`config.mk`:
```
export PLATFORM = sky130hd
export DESIGN_NAME = ringdma
export DESIGN_NICKNAME = d
export VERILOG_FILES = /design/src/rtl/ringdma_pkg.sv /design/src/rtl/ringdma_dp.sv /design/src/rtl/ringdma_ctrl.sv /design/src/rtl/ringdma.sv
export SDC_FILE = /design/constraint.sdc
export NUM_CORES = 1
export LEC_CHECK = 0
export BUFFER_PORTS_ARGS = -buffer_cell sky130_fd_sc_hd__buf_2
export CAP_MARGIN = 20
export CORE_AREA = 2 2 275 277
export DETAILED_ROUTE_END_ITERATION = 8
export DIE_AREA = 0 0 277 279
export SLEW_MARGIN = 15
export SYNTH_ARGS = -nofsm -noshare
export SYNTH_HDL_FRONTEND = slang
export SYNTH_SLANG_ARGS = --single-unit
export TNS_END_PERCENT = 50
```
`constraint.sdc`:
```
create_clock -name clk -period 12.6 [get_ports clk]
set_clock_uncertainty 0.2 [all_clocks]
set_input_delay 2.52 -clock clk [delete_from_list [all_inputs] [get_ports clk]]
set_output_delay 2.52 -clock clk [all_outputs]
set_load 0.005 [all_outputs]
```
`src/rtl/ringdma_pkg.sv`:
```
package ringdma_pkg;
  localparam int ADDR_W = 32;
  localparam int DATA_W = 32;
  localparam int CNT_W  = 17;   // up to 64 KiB per descriptor
  localparam int CIW    = 2;    // channel index width (stride 4 allows 4)
  localparam int BEAT_B = DATA_W / 8;

  localparam logic [3:0] BLK_CNT = 4'h0;
  localparam logic [3:0] BLK_SRC = 4'h1;
  localparam logic [3:0] BLK_DST = 4'h2;
  localparam logic [3:0] BLK_NXT = 4'h3;
  localparam logic [3:0] BLK_CTL = 4'h4;
  localparam logic [3:0] BLK_CUR = 4'h7;
  localparam logic [3:0] BLK_MSK = 4'h8;
  localparam logic [3:0] BLK_STS = 4'hA;

  localparam logic [1:0] DIR_HOLD = 2'd2;

  typedef struct packed {
    logic           busy;
    logic [CIW-1:0] ch;
    logic           fetchLd;
    logic [1:0]     fetchIdx;
    logic           rdLatch;
    logic           beatDone;
  } strobe_t;

  typedef struct packed {
    logic              want;
    logic              needFetch;
    logic              en;
    logic              abortPend;
    logic              lastBeat;
    logic [2:0]        burst;
    logic [ADDR_W-1:0] fetchAddr;
    logic [ADDR_W-1:0] src;
    logic [ADDR_W-1:0] dst;
  } view_t;

  function automatic logic [5:0] burstBeats(input logic [2:0] code);
    case (code)
      3'd1:    return 6'd2;
      3'd3:    return 6'd4;
      3'd6:    return 6'd8;
      3'd7:    return 6'd16;
      3'd5:    return 6'd32;
      default: return 6'd1;
    endcase
  endfunction
endpackage

```
`src/rtl/ringdma_dp.sv`:
```
module ringdma_dp
  import ringdma_pkg::*;
#(
  parameter int NCH = 2
) (
  input  logic              clk,
  input  logic              rstN,
  input  logic [7:0]        regAddr,
  input  logic              regWe,
  input  logic [31:0]       regWdata,
  output logic [31:0]       regRdata,
  input  logic [DATA_W-1:0] memRdata,
  output logic [DATA_W-1:0] memWdata,
  input  strobe_t           stb,
  output view_t             view [NCH],
  output logic [NCH-1:0]    chMask,
  output logic [NCH-1:0]    irq
);
  logic [31:0] chRd [NCH];
  logic [DATA_W-1:0] beatBuf;

  always_ff @(posedge clk) begin
    if (!rstN)            beatBuf <= '0;
    else if (stb.rdLatch) beatBuf <= memRdata;
  end
  assign memWdata = beatBuf;

  for (genvar i = 0; i < NCH; i++) begin : g_ch
    localparam logic [3:0] SLOT = 4'(i * 4);
    logic [CNT_W-1:0]  cnt;
    logic [ADDR_W-1:0] src, dst, nxt, cur;
    logic en, act, fetchPend, abortPend, chain, mask, istat;
    logic [2:0] burst;
    logic [1:0] sDir, dDir;
    logic hit, own;
    logic [31:0] ctlRd;

    assign hit = regWe && (regAddr[3:0] == SLOT);
    assign own = stb.busy && (stb.ch == CIW'(i));

    always_ff @(posedge clk) begin
      if (!rstN) begin
        cnt <= '0; src <= '0; dst <= '0; nxt <= '0; cur <= '0;
        en <= 1'b0; act <= 1'b0; fetchPend <= 1'b0; abortPend <= 1'b0;
        chain <= 1'b0; mask <= 1'b0; istat <= 1'b0;
        burst <= '0; sDir <= '0; dDir <= '0;
      end else begin
        if (hit) begin
          case (regAddr[7:4])
            BLK_CNT: cnt <= regWdata[CNT_W-1:0];
            BLK_SRC: src <= regWdata;
            BLK_DST: dst <= regWdata;
            BLK_NXT: nxt <= {regWdata[31:4], 4'b0};
            BLK_CTL: begin
              en    <= regWdata[12];
              chain <= regWdata[9];
              burst <= regWdata[8:6];
              dDir  <= regWdata[5:4];
              sDir  <= regWdata[3:2];
              if (regWdata[13]) fetchPend <= 1'b1;
              if (regWdata[20]) abortPend <= 1'b1;
            end
            BLK_MSK: mask  <= regWdata[0];
            BLK_STS: istat <= istat & regWdata[0];
            default: ;
          endcase
        end
        if (own && stb.fetchLd) begin
          case (stb.fetchIdx)
            2'd0: begin cnt <= memRdata[CNT_W-1:0]; cur <= nxt; end
            2'd1: src <= memRdata;
            2'd2: dst <= memRdata;
            default: begin
              nxt <= {memRdata[31:4], 4'b0};
              fetchPend <= 1'b0;
              act <= 1'b1;
            end
          endcase
        end
        if (own && stb.beatDone) begin
          cnt <= cnt - CNT_W'(BEAT_B);
          if (sDir != DIR_HOLD) src <= src + ADDR_W'(BEAT_B);
          if (dDir != DIR_HOLD) dst <= dst + ADDR_W'(BEAT_B);
          if (cnt <= CNT_W'(BEAT_B)) begin
            if (!abortPend) istat <= 1'b1;
            if (chain) fetchPend <= 1'b1;
            else begin en <= 1'b0; act <= 1'b0; end
          end
        end
        if (abortPend && !own) begin
          en <= 1'b0; act <= 1'b0; fetchPend <= 1'b0; abortPend <= 1'b0;
        end
      end
    end

    always_comb begin
      ctlRd      = '0;
      ctlRd[20]  = abortPend;
      ctlRd[14]  = act;
      ctlRd[13]  = fetchPend;
      ctlRd[12]  = en;
      ctlRd[9]   = chain;
      ctlRd[8:6] = burst;
      ctlRd[5:4] = dDir;
      ctlRd[3:2] = sDir;
      case (regAddr[7:4])
        BLK_CNT: chRd[i] = 32'(cnt);
        BLK_SRC: chRd[i] = src;
        BLK_DST: chRd[i] = dst;
        BLK_NXT: chRd[i] = nxt;
        BLK_CTL: chRd[i] = ctlRd;
        BLK_CUR: chRd[i] = cur;
        BLK_MSK: chRd[i] = {31'b0, mask};
        BLK_STS: chRd[i] = {31'b0, istat};
        default: chRd[i] = '0;
      endcase
    end

    assign view[i].want      = en && !abortPend && (fetchPend || (act && cnt != '0));
    assign view[i].needFetch = fetchPend;
    assign view[i].en        = en;
    assign view[i].abortPend = abortPend;
    assign view[i].lastBeat  = (cnt <= CNT_W'(BEAT_B));
    assign view[i].burst     = burst;
    assign view[i].fetchAddr = nxt;
    assign view[i].src       = src;
    assign view[i].dst       = dst;
    assign chMask[i]         = mask;
    assign irq[i]            = istat & mask;
  end

  always_comb begin
    regRdata = '0;
    for (int k = 0; k < NCH; k++)
      if (regAddr[1:0] == 2'b0 && regAddr[3:2] == 2'(k)) regRdata = chRd[k];
  end
endmodule

```
`src/rtl/ringdma_ctrl.sv`:
```
module ringdma_ctrl
  import ringdma_pkg::*;
#(
  parameter int NCH = 2
) (
  input  logic              clk,
  input  logic              rstN,
  input  view_t             view [NCH],
  input  logic              memAck,
  output logic              memReq,
  output logic              memWe,
  output logic [ADDR_W-1:0] memAddr,
  output strobe_t           stb
);
  typedef enum logic [1:0] {S_IDLE, S_FETCH, S_RD, S_WR} state_t;
  state_t state;
  logic [CIW-1:0] owner, lastGnt, pick;
  logic [1:0] idx;
  logic [5:0] burstLeft;
  logic found;

  always_comb begin
    found = 1'b0;
    pick  = lastGnt;
    for (int k = 1; k <= NCH; k++) begin
      if (!found && view[(int'(lastGnt) + k) % NCH].want) begin
        found = 1'b1;
        pick  = CIW'((int'(lastGnt) + k) % NCH);
      end
    end
  end

  always_ff @(posedge clk) begin
    if (!rstN) begin
      state <= S_IDLE; owner <= '0; lastGnt <= CIW'(NCH - 1);
      idx <= '0; burstLeft <= '0;
    end else begin
      case (state)
        S_IDLE: if (found) begin
          owner   <= pick;
          lastGnt <= pick;
          idx     <= '0;
          if (view[pick].needFetch) state <= S_FETCH;
          else begin
            state     <= S_RD;
            burstLeft <= burstBeats(view[pick].burst);
          end
        end
        S_FETCH: if (memAck) begin
          idx <= idx + 2'd1;
          if (idx == 2'd3) state <= S_IDLE;
        end
        S_RD: if (memAck) state <= S_WR;
        S_WR: if (memAck) begin
          if (view[owner].lastBeat || view[owner].abortPend ||
              !view[owner].en || burstLeft == 6'd1)
            state <= S_IDLE;
          else begin
            burstLeft <= burstLeft - 6'd1;
            state     <= S_RD;
          end
        end
        default: state <= S_IDLE;
      endcase
    end
  end

  always_comb begin
    memReq = (state != S_IDLE);
    memWe  = (state == S_WR);
    case (state)
      S_FETCH: memAddr = view[owner].fetchAddr + {28'b0, idx, 2'b00};
      S_RD:    memAddr = view[owner].src;
      S_WR:    memAddr = view[owner].dst;
      default: memAddr = '0;
    endcase
    stb.busy     = (state != S_IDLE);
    stb.ch       = owner;
    stb.fetchLd  = (state == S_FETCH) && memAck;
    stb.fetchIdx = idx;
    stb.rdLatch  = (state == S_RD) && memAck;
    stb.beatDone = (state == S_WR) && memAck;
  end
endmodule

```
`src/rtl/ringdma.sv`:
```
module ringdma
  import ringdma_pkg::*;
#(
  parameter int NCH = 2
) (
  input  logic           clk,
  input  logic           rstN,
  input  logic [7:0]     regAddr,
  input  logic           regWe,
  input  logic [31:0]    regWdata,
  output logic [31:0]    regRdata,
  output logic           memReq,
  output logic           memWe,
  output logic [31:0]    memAddr,
  output logic [31:0]    memWdata,
  input  logic [31:0]    memRdata,
  input  logic           memAck,
  output logic [NCH-1:0] irq
);
  strobe_t stb;
  view_t   view [NCH];
  logic [NCH-1:0] chMask, chEn, chAbort;
  logic engBusy;

  ringdma_dp #(.NCH(NCH)) u_dp (
    .clk, .rstN, .regAddr, .regWe, .regWdata, .regRdata,
    .memRdata, .memWdata, .stb, .view, .chMask, .irq
  );

  ringdma_ctrl #(.NCH(NCH)) u_ctrl (
    .clk, .rstN, .view, .memAck, .memReq, .memWe, .memAddr, .stb
  );

  for (genvar i = 0; i < NCH; i++) begin : g_tap
    assign chEn[i]    = view[i].en;
    assign chAbort[i] = view[i].abortPend;
  end
  assign engBusy = stb.busy;
endmodule

```
==> results of run 1 <==
-- worst register-to-register path: cells and delay by family, from the launching register on --
kind | cells | cell delay (ps)
DFF | 1 | 840
and+or+nand+nor | 2 | 1830
AOI/OAI and AO/OA | 3 | 740
buffers and inverters | 1 | 340
-- power by group through the flow --
stage          logic (W)  registers, W  clock network (W)
6_report        0.000114       0.00115            0.00133
3_5_place_dp    0.000110       0.00118                  0
2_1_floorplan  0.0000495       0.00117                  0
3_3_place_gp    0.000110       0.00118                  0
4_1_cts         0.000110       0.00115            0.00135
5_1_grt         0.000117       0.00115            0.00139
-- layout by cell type (no fill, tap or decap), drive strengths merged, types with 28 or more instances in the layout --
cell / n
a22oi: 49
xor2: 90
mux2i: 143
a221oi: 57
nand2: 498
dfxtp: 363
nor3: 33
o22ai: 33
a211oi: 138
a311oi: 77
clkbuf: 59
mux4: 28
a21oi: 329
nand3: 147
a22o: 39
nor2: 355
o21ai: 76
xnor2: 68
buf: 216
and3: 36
-- cell type report --
cell class	instances	area [um^2]
Antenna cell	4	10.0
Clock buffer	59	1220
Clock inverter	17	244
Fill cell	7823	47800
Inverter	25	101
Multi-Input combinational cell	2423	15000
Sequential cell	363	7270
Tap cell	969	1210
Timing Repair Buffer	216	1220
-- per-stage QoR --
step	cells	area [um^2]	hold slack [ps]	setup WS, ps	utilization [%]
after floorplan	3119	23600	235	5700	-
after global placement	3994	24800	240	5040	33.4
after detailed placement	3994	24800	244	4980	33.4
after CTS	4070	26200	253	4980	35.4
after global routing	4075	26300	271	4800	35.5
final	4076	26300	251	4910	35.5
-- flip-flops by register name (all words and copies together) (netlist names), 2 cells and up --
| signal | cells |
|---|---|
| u_dp.g_ch.en | 2 |
| u_dp.g_ch.abortPend | 2 |
| u_ctrl.idx | 2 |
| u_dp.g_ch.chain | 2 |
| u_ctrl.burstLeft | 6 |
| u_dp.g_ch.act | 2 |
| u_dp.memWdata | 32 |
| u_dp.g_ch.cnt | 34 |
| u_dp.g_ch.dDir | 4 |
| u_dp.g_ch.sDir | 4 |
| u_dp.g_ch.burst | 6 |
| u_dp.g_ch.cur | 64 |
| u_dp.g_ch.fetchPend | 2 |
| u_ctrl.lastGnt | 2 |
| u_dp.g_ch.istat | 2 |
| u_dp.g_ch.src | 64 |
| u_dp.g_ch.dst | 64 |
| u_dp.g_ch.nxt | 64 |
| u_dp.g_ch.mask | 2 |
| u_ctrl.state | 2 |
-- worst min path at each step --
stage,slack [ps],start,depth (start not counted),endpoint
final,250,u_dp.memWdata[21],2,u_dp.memWdata[21]
after global routing,270,u_dp.g_ch[1].cur[15],2,u_dp.g_ch[1].cur[15]
after CTS,250,u_dp.memWdata[26],2,u_dp.memWdata[26]
after detailed placement,240,u_dp.memWdata[26],2,u_dp.memWdata[26]
after global placement,240,u_dp.memWdata[28],2,u_dp.memWdata[28]
after floorplan,230,u_ctrl.burstLeft[5],2,u_ctrl.burstLeft[5]
-- logic make-up after synthesis --
kind of cell | count (synthesis)
AOI/OAI and AO/OA | 867
muxes | 179
xor gates and xnor gates | 158
buffers and inverters | 333
and+or+nand+nor | 1200
DFF | 363
adders and majority gates | 19
-- routing by layer --
metal / share of wire (%) / vias up / GRT usage [%]
met5: 0.026 / - / 0
met4: 4.6 / 4 / 10.8
met3: 12 / 243 / 6.30
met2: 41 / 1516 / 36.8
met1: 42 / 11600 / 35.7
li1: - / 11200 / -
==> metrics.md, run 1 <==
| Metric | Value |
|---|---|
| Clk network pwr share | `51.3%` |
| Reg2reg start | `u_ctrl.owner[0]` |
| Final Routed Wirelength | `102 mm` |
| Max_cap viols | `0` |
| Initial antenna violation count | `8` |
| Post-synthesis area per instance | `7.56 um^2` |
| RSZ-0062 raised after global routing | `false` |
| Slowest cell on crit path | `buf_4` |
| Total power | `0.00260 W` |
| Mux contribution to synthesized area | `9.15%` |
| RR Endpoint | `u_dp.g_ch[1].cnt[0]` |
| Critical-path maximum fanout | `81` |
| Cells after Synth | `3119` |
| Die Ht | `279 um` |
| GRT Total Usage | `25.4%` |
| Worst-Margin Slew | `1130 ps` |
| CP top delay family | `buffers and inverters` |
| Switching Share | `24.4%` |
| Syn-to-layout area delta | `11.5%` |
| Num CTS Buffers | `42` |
| Main combinational cell family by area after synthesis | `compound AO/OA/AOI/OAI gates` |
| Congestion Overflow GR | `0` |
| Mapped cell area | `23600 um^2` |
| CP endpoint | `regRdata[17]` |
| Die area | `77300 um^2` |
| WP data arrival | `4970 ps` |
| Number of detailed-route iterations in the first pass | `8` |
| Commonest cells post-synth | `nand2_1, dfxtp_1, nor2_1` |
| P_sw | `0.000632 W` |
| Setup Buffers After CTS | `0` |
| Kind of critical path | `in2out` |
| Reg-to-reg slack, setup | `8590 ps` |
| Period Utilization, post-route | `61.0%` |
| Iteration-0 DRC Markers | `3452` |
| CP max stage delay | `750 ps` |
| TNS Setup | `0 ps` |
| Synthesized flop and latch total | `363` |
| Status | `completed` |
| Bufs on Longest Clock Path | `3` |
| Worst path bufs/invs | `4` |
| Critical path required time | `9880 ps` |
| CP startpoint | `regAddr[5]` |
| Largest net degree at the start of global routing | `182` |
| Std-Cell Rows | `100` |
| Min cycle time layout | `7690 ps` |
| Nets | `3166` |
| Die X | `277 um` |
| Gates resized, CTS repair | `0` |
| Core Region | `74100 um^2` |
| Final setup vio count | `0` |
| H-tree depth | `2` |
| CTS tree | `built` |
| FF-to-FF path depth | `6` |
| Pwr/cell area | `98.8 nW/um^2` |
| Final hold vios | `0` |
| Final ANT Viol Nets | `0` |
| Reg clk slew, reported paths | `60 ps` |
| Vias | `24600` |
| Complex-gate fraction of the synthesized area | `24.5%` |
| CP startpoint kind | `input pin` |
| Sink Count | `363` |
| Via density | `6.03` |
| Crit path depth | `8` |
| Internal power | `0.00196 W` |
| GP Congestion | `0.951` |
| Main area contributors after synthesis | `dfxtp_1, nand2_1, a21oi_1` |
| Initial Util | `31.8%` |
| Slew Viols, Final | `0` |
| IR drop worst, VDD | `0.0000740 V` |
| Top FF cell, synth | `dfxtp_1` |
| Post-route DRC | `0` |
| YS warnings | `0` |
| Pleak | `9.07 nW` |
| Adder-cell share of the synthesized area | `1.04%` |
| Crit-path cells | `buf_2 -> nand2_1 -> nor3_2 -> buf_4 -> buf_4 -> a221oi_1 -> o22ai_1 -> buf_2` |
| CP Capture Type | `primary output` |
| Buffers on Ports | `175` |
| Post-synthesis sequential area ratio | `30.8%` |
| Clk Tree Root Cell | `clkbuf_16` |
| Post-synth EDFFs | `0` |
| Cell taking the most area after synthesis | `dfxtp_1` |
| Post-synth top area share | `30.8%` |
| Sequential power share | `44.3%` |
| Part of the power in combinational logic | `4.4%` |
| Post-Synth Simple-Gate Area | `22.7%` |
| Most frequent cell after synthesis | `nand2_1` |
| Vias in the first global route | `22100` |
| DP HPWL | `69.8 mm` |
| Hold-fix buffers, CTS | `0` |
| F_max | `0.130 GHz` |
| Syn nets | `3214` |
| XOR/XNOR share of the synthesized area | `5.87%` |
| Post-synthesis async set-or-reset flop share | `0%` |
| Worst-skew pair later-pin latency | `580 ps` |
| First-pass GRT wire length | `150 mm` |
| Max_slew headroom | `24.1%` |
| Cell variety after synth | `86` |
| Layout cell share with drive strength beyond 1 | `12.3%` |
| IO Pins | `176` |
| WL per Instance | `25.1 um` |
| Type of the worst min-delay path | `reg2reg` |
Note: power is estimated with default switching activity, not from simulation.
==> inputs of run 2 (changes only) <==
- clock period: 12.6 -> 7.7 ns (I/O delays scaled with it)
==> run 2 against run 1 <==
  * Critical endpoint is now memAddr[23]
  * Sequential share of layout area is essentially flat
  * Combinational power grew 65%
  * Routed wire length shrank 0.16%
  * Power grew 64%
  * Highest routed layer unchanged
  * Via count shrank 0.48%
  * Clock-buffer cell count shrank 3
  * Critical path depth grew 2
  * Worst setup slack lost 3300 ps
  * Die area is the same
  * Core utilization shrank 0.054 points
==> metrics.md, run 2 (synthesis gave the netlist of run 1 again) <==
| Metric | Value |
|---|---|
| RSZ-0062 raised after global routing | `false` |
| Core Region | `74100 um^2` |
| Most common cell after layout, fill and taps aside | `nand2_1` |
| Reg-to-reg slack, setup | `3500 ps` |
| P_sw | `0.00105 W` |
| Critical-path maximum fanout | `46` |
| Hold Crit Start | `u_dp.memWdata[15]` |
| H-tree depth | `2` |
| GRT Total Usage | `25.5%` |
| Syn-to-layout area delta | `11.3%` |
| Final hold vios | `0` |
| Die Ht | `279 um` |
| Reg clk slew, reported paths | `60 ps` |
| Pwr/cell area | `162 nW/um^2` |
| Worst-Margin Slew | `1110 ps` |
| Clk network pwr share | `51.2%` |
| CTS tree | `built` |
| Final setup vio count | `0` |
| Internal power | `0.00319 W` |
| CP startpoint kind | `register` |
| Nets | `3162` |
| Hold EP | `u_dp.memWdata[15]` |
| Min cycle time layout | `6120 ps` |
| Initial antenna violation count | `11` |
| Setup Buffers After CTS | `0` |
| Die area | `77300 um^2` |
| FF-to-FF path depth | `7` |
| GP Congestion | `0.936` |
| Total power | `0.00425 W` |
| Reg2reg start | `u_ctrl.owner[0]` |
| Buffers on Ports | `175` |
| Kind of critical path | `reg2out` |
| DP HPWL | `69.7 mm` |
| Slew Viols, Final | `0` |
| Bufs on Longest Clock Path | `3` |
| F_max | `0.163 GHz` |
| CP Capture Type | `primary output` |
| TNS Setup | `0 ps` |
| RR Endpoint | `u_dp.g_ch[1].cnt[16]` |
| Part of the power in combinational logic | `4.4%` |
| Worst-skew pair later-pin latency | `590 ps` |
| Via density | `6.02` |
| Fillers | `7701` |
| Std-Cell Rows | `100` |
| Switching Share | `24.8%` |
| Gates resized, CTS repair | `0` |
| Period Utilization, post-route | `79.5%` |
| Pleak | `9.03 nW` |
| Max_cap viols | `0` |
| Critical path required time | `5960 ps` |
| Num CTS Buffers | `42` |
| Final ANT Viol Nets | `0` |
| WL per Instance | `25.1 um` |
| Post-route DRC | `0` |
| Max_slew headroom | `25.5%` |
| Hold depth | `2` |
| IR drop worst, VDD | `0.000140 V` |
| Die X | `277 um` |
| WP data arrival | `4380 ps` |
| Vias | `24500` |
| Most frequent cells in the layout | `nand2_1, dfxtp_1, nor2_1, a21oi_1, buf_2` |
| Initial Util | `31.8%` |
| Layout cell share with drive strength beyond 1 | `12.1%` |
| Sequential power share | `44.3%` |
| Status | `completed` |
| Clk Tree Root Cell | `clkbuf_16` |
| IO Pins | `176` |
| Sink Count | `363` |
| Type of the worst min-delay path | `reg2reg` |
| First-pass GRT wire length | `150 mm` |
| Final Routed Wirelength | `102 mm` |
| Largest net degree at the start of global routing | `206` |
| Iteration-0 DRC Markers | `3372` |
| Congestion Overflow GR | `0` |
| Hold-fix buffers, CTS | `0` |
| Vias in the first global route | `21900` |
| Number of detailed-route iterations in the first pass | `6` |
==> run 2: cell count changes in the layout (fill, tap and decap cells not counted), sizes merged <==
| cell | previous run | this run |
|---|---|---|
| clkinv | 9 | 2 |
| buf | 216 | 212 |
| clkbuf | 59 | 56 |
| diode | 4 | 6 |
| clkinvlp | 2 | 3 |
| inv | 25 | 26 |
==> run 2: final cells by class <==
cell class | count | area (um^2) | area share [%]
antenna | 6 | 15.0 | 0.0572
timing repair buffer | 212 | 1220 | 4.63
multi-input combinational | 2423 | 15000 | 57.2
clock buffer | 56 | 1190 | 4.55
clock inverter | 12 | 225 | 0.858
sequential | 363 | 7270 | 27.7
tap | 969 | 1210 | 4.62
inverter | 25 | 101 | 0.386
==> run 2: worst max-delay path, cell delays in order, from the launching register on <==
cell	delay (ps)
dfxtp_4	820
mux2_2	440
ha_1	280
a21oi_1	90
nor3_2	480
nand2_2	310
nor2_1	230
nor4b_1	310
xor2_1	110
o31ai_1	450
buf_2	210
==> run 2: how the worst max path moves through the flow <==
| stage | from | to | slack, ps | cells past startpoint |
|---|---|---|---|---|
| floorplan | u_ctrl.owner[0] | memAddr[24] | 2330 | 15 |
| global placement | regAddr[4] | regRdata[19] | 2090 | 8 |
| detailed placement | regAddr[4] | regRdata[19] | 2030 | 8 |
| CTS | u_ctrl.owner[0] | memAddr[24] | 1610 | 9 |
| global route | u_ctrl.owner[0] | memAddr[23] | 1260 | 9 |
| finish | u_ctrl.owner[0] | memAddr[23] | 1580 | 10 |
==> run 2: stage by stage <==
stage | hold slack (ps) | instance area, um^2 | utilization [%] | setup WS [ps] | std cells
after floorplan | 235 | 23600 | - | 2330 | 3119
after global placement | 240 | 24800 | 33.4 | 2090 | 3990
after detailed placement | 246 | 24800 | 33.4 | 2030 | 3990
after CTS | 253 | 26200 | 35.4 | 1610 | 4058
after global routing | 270 | 26200 | 35.4 | 1260 | 4064
final | 251 | 26200 | 35.4 | 1580 | 4066
==> run 2: per-layer routing <==
metal / share of wire, % / up-vias / GRT usage, %
met3: 12 / 202 / 5.87
met5: 0.048 / - / 0
met2: 42 / 1417 / 37.1
met4: 4.1 / 8 / 10.7
li1: - / 11200 / -
met1: 42 / 11700 / 35.8
==> run 2: power groups by stage <==
stage | Combinational [W] | Sequential (W) | Clock, W
after floorplan | 0.0000811 | 0.00192 | 0
after global placement | 0.000182 | 0.00192 | 0
after detailed placement | 0.000181 | 0.00192 | 0
after CTS | 0.000182 | 0.00188 | 0.00219
after global routing | 0.000192 | 0.00188 | 0.00225
final | 0.000188 | 0.00188 | 0.00217
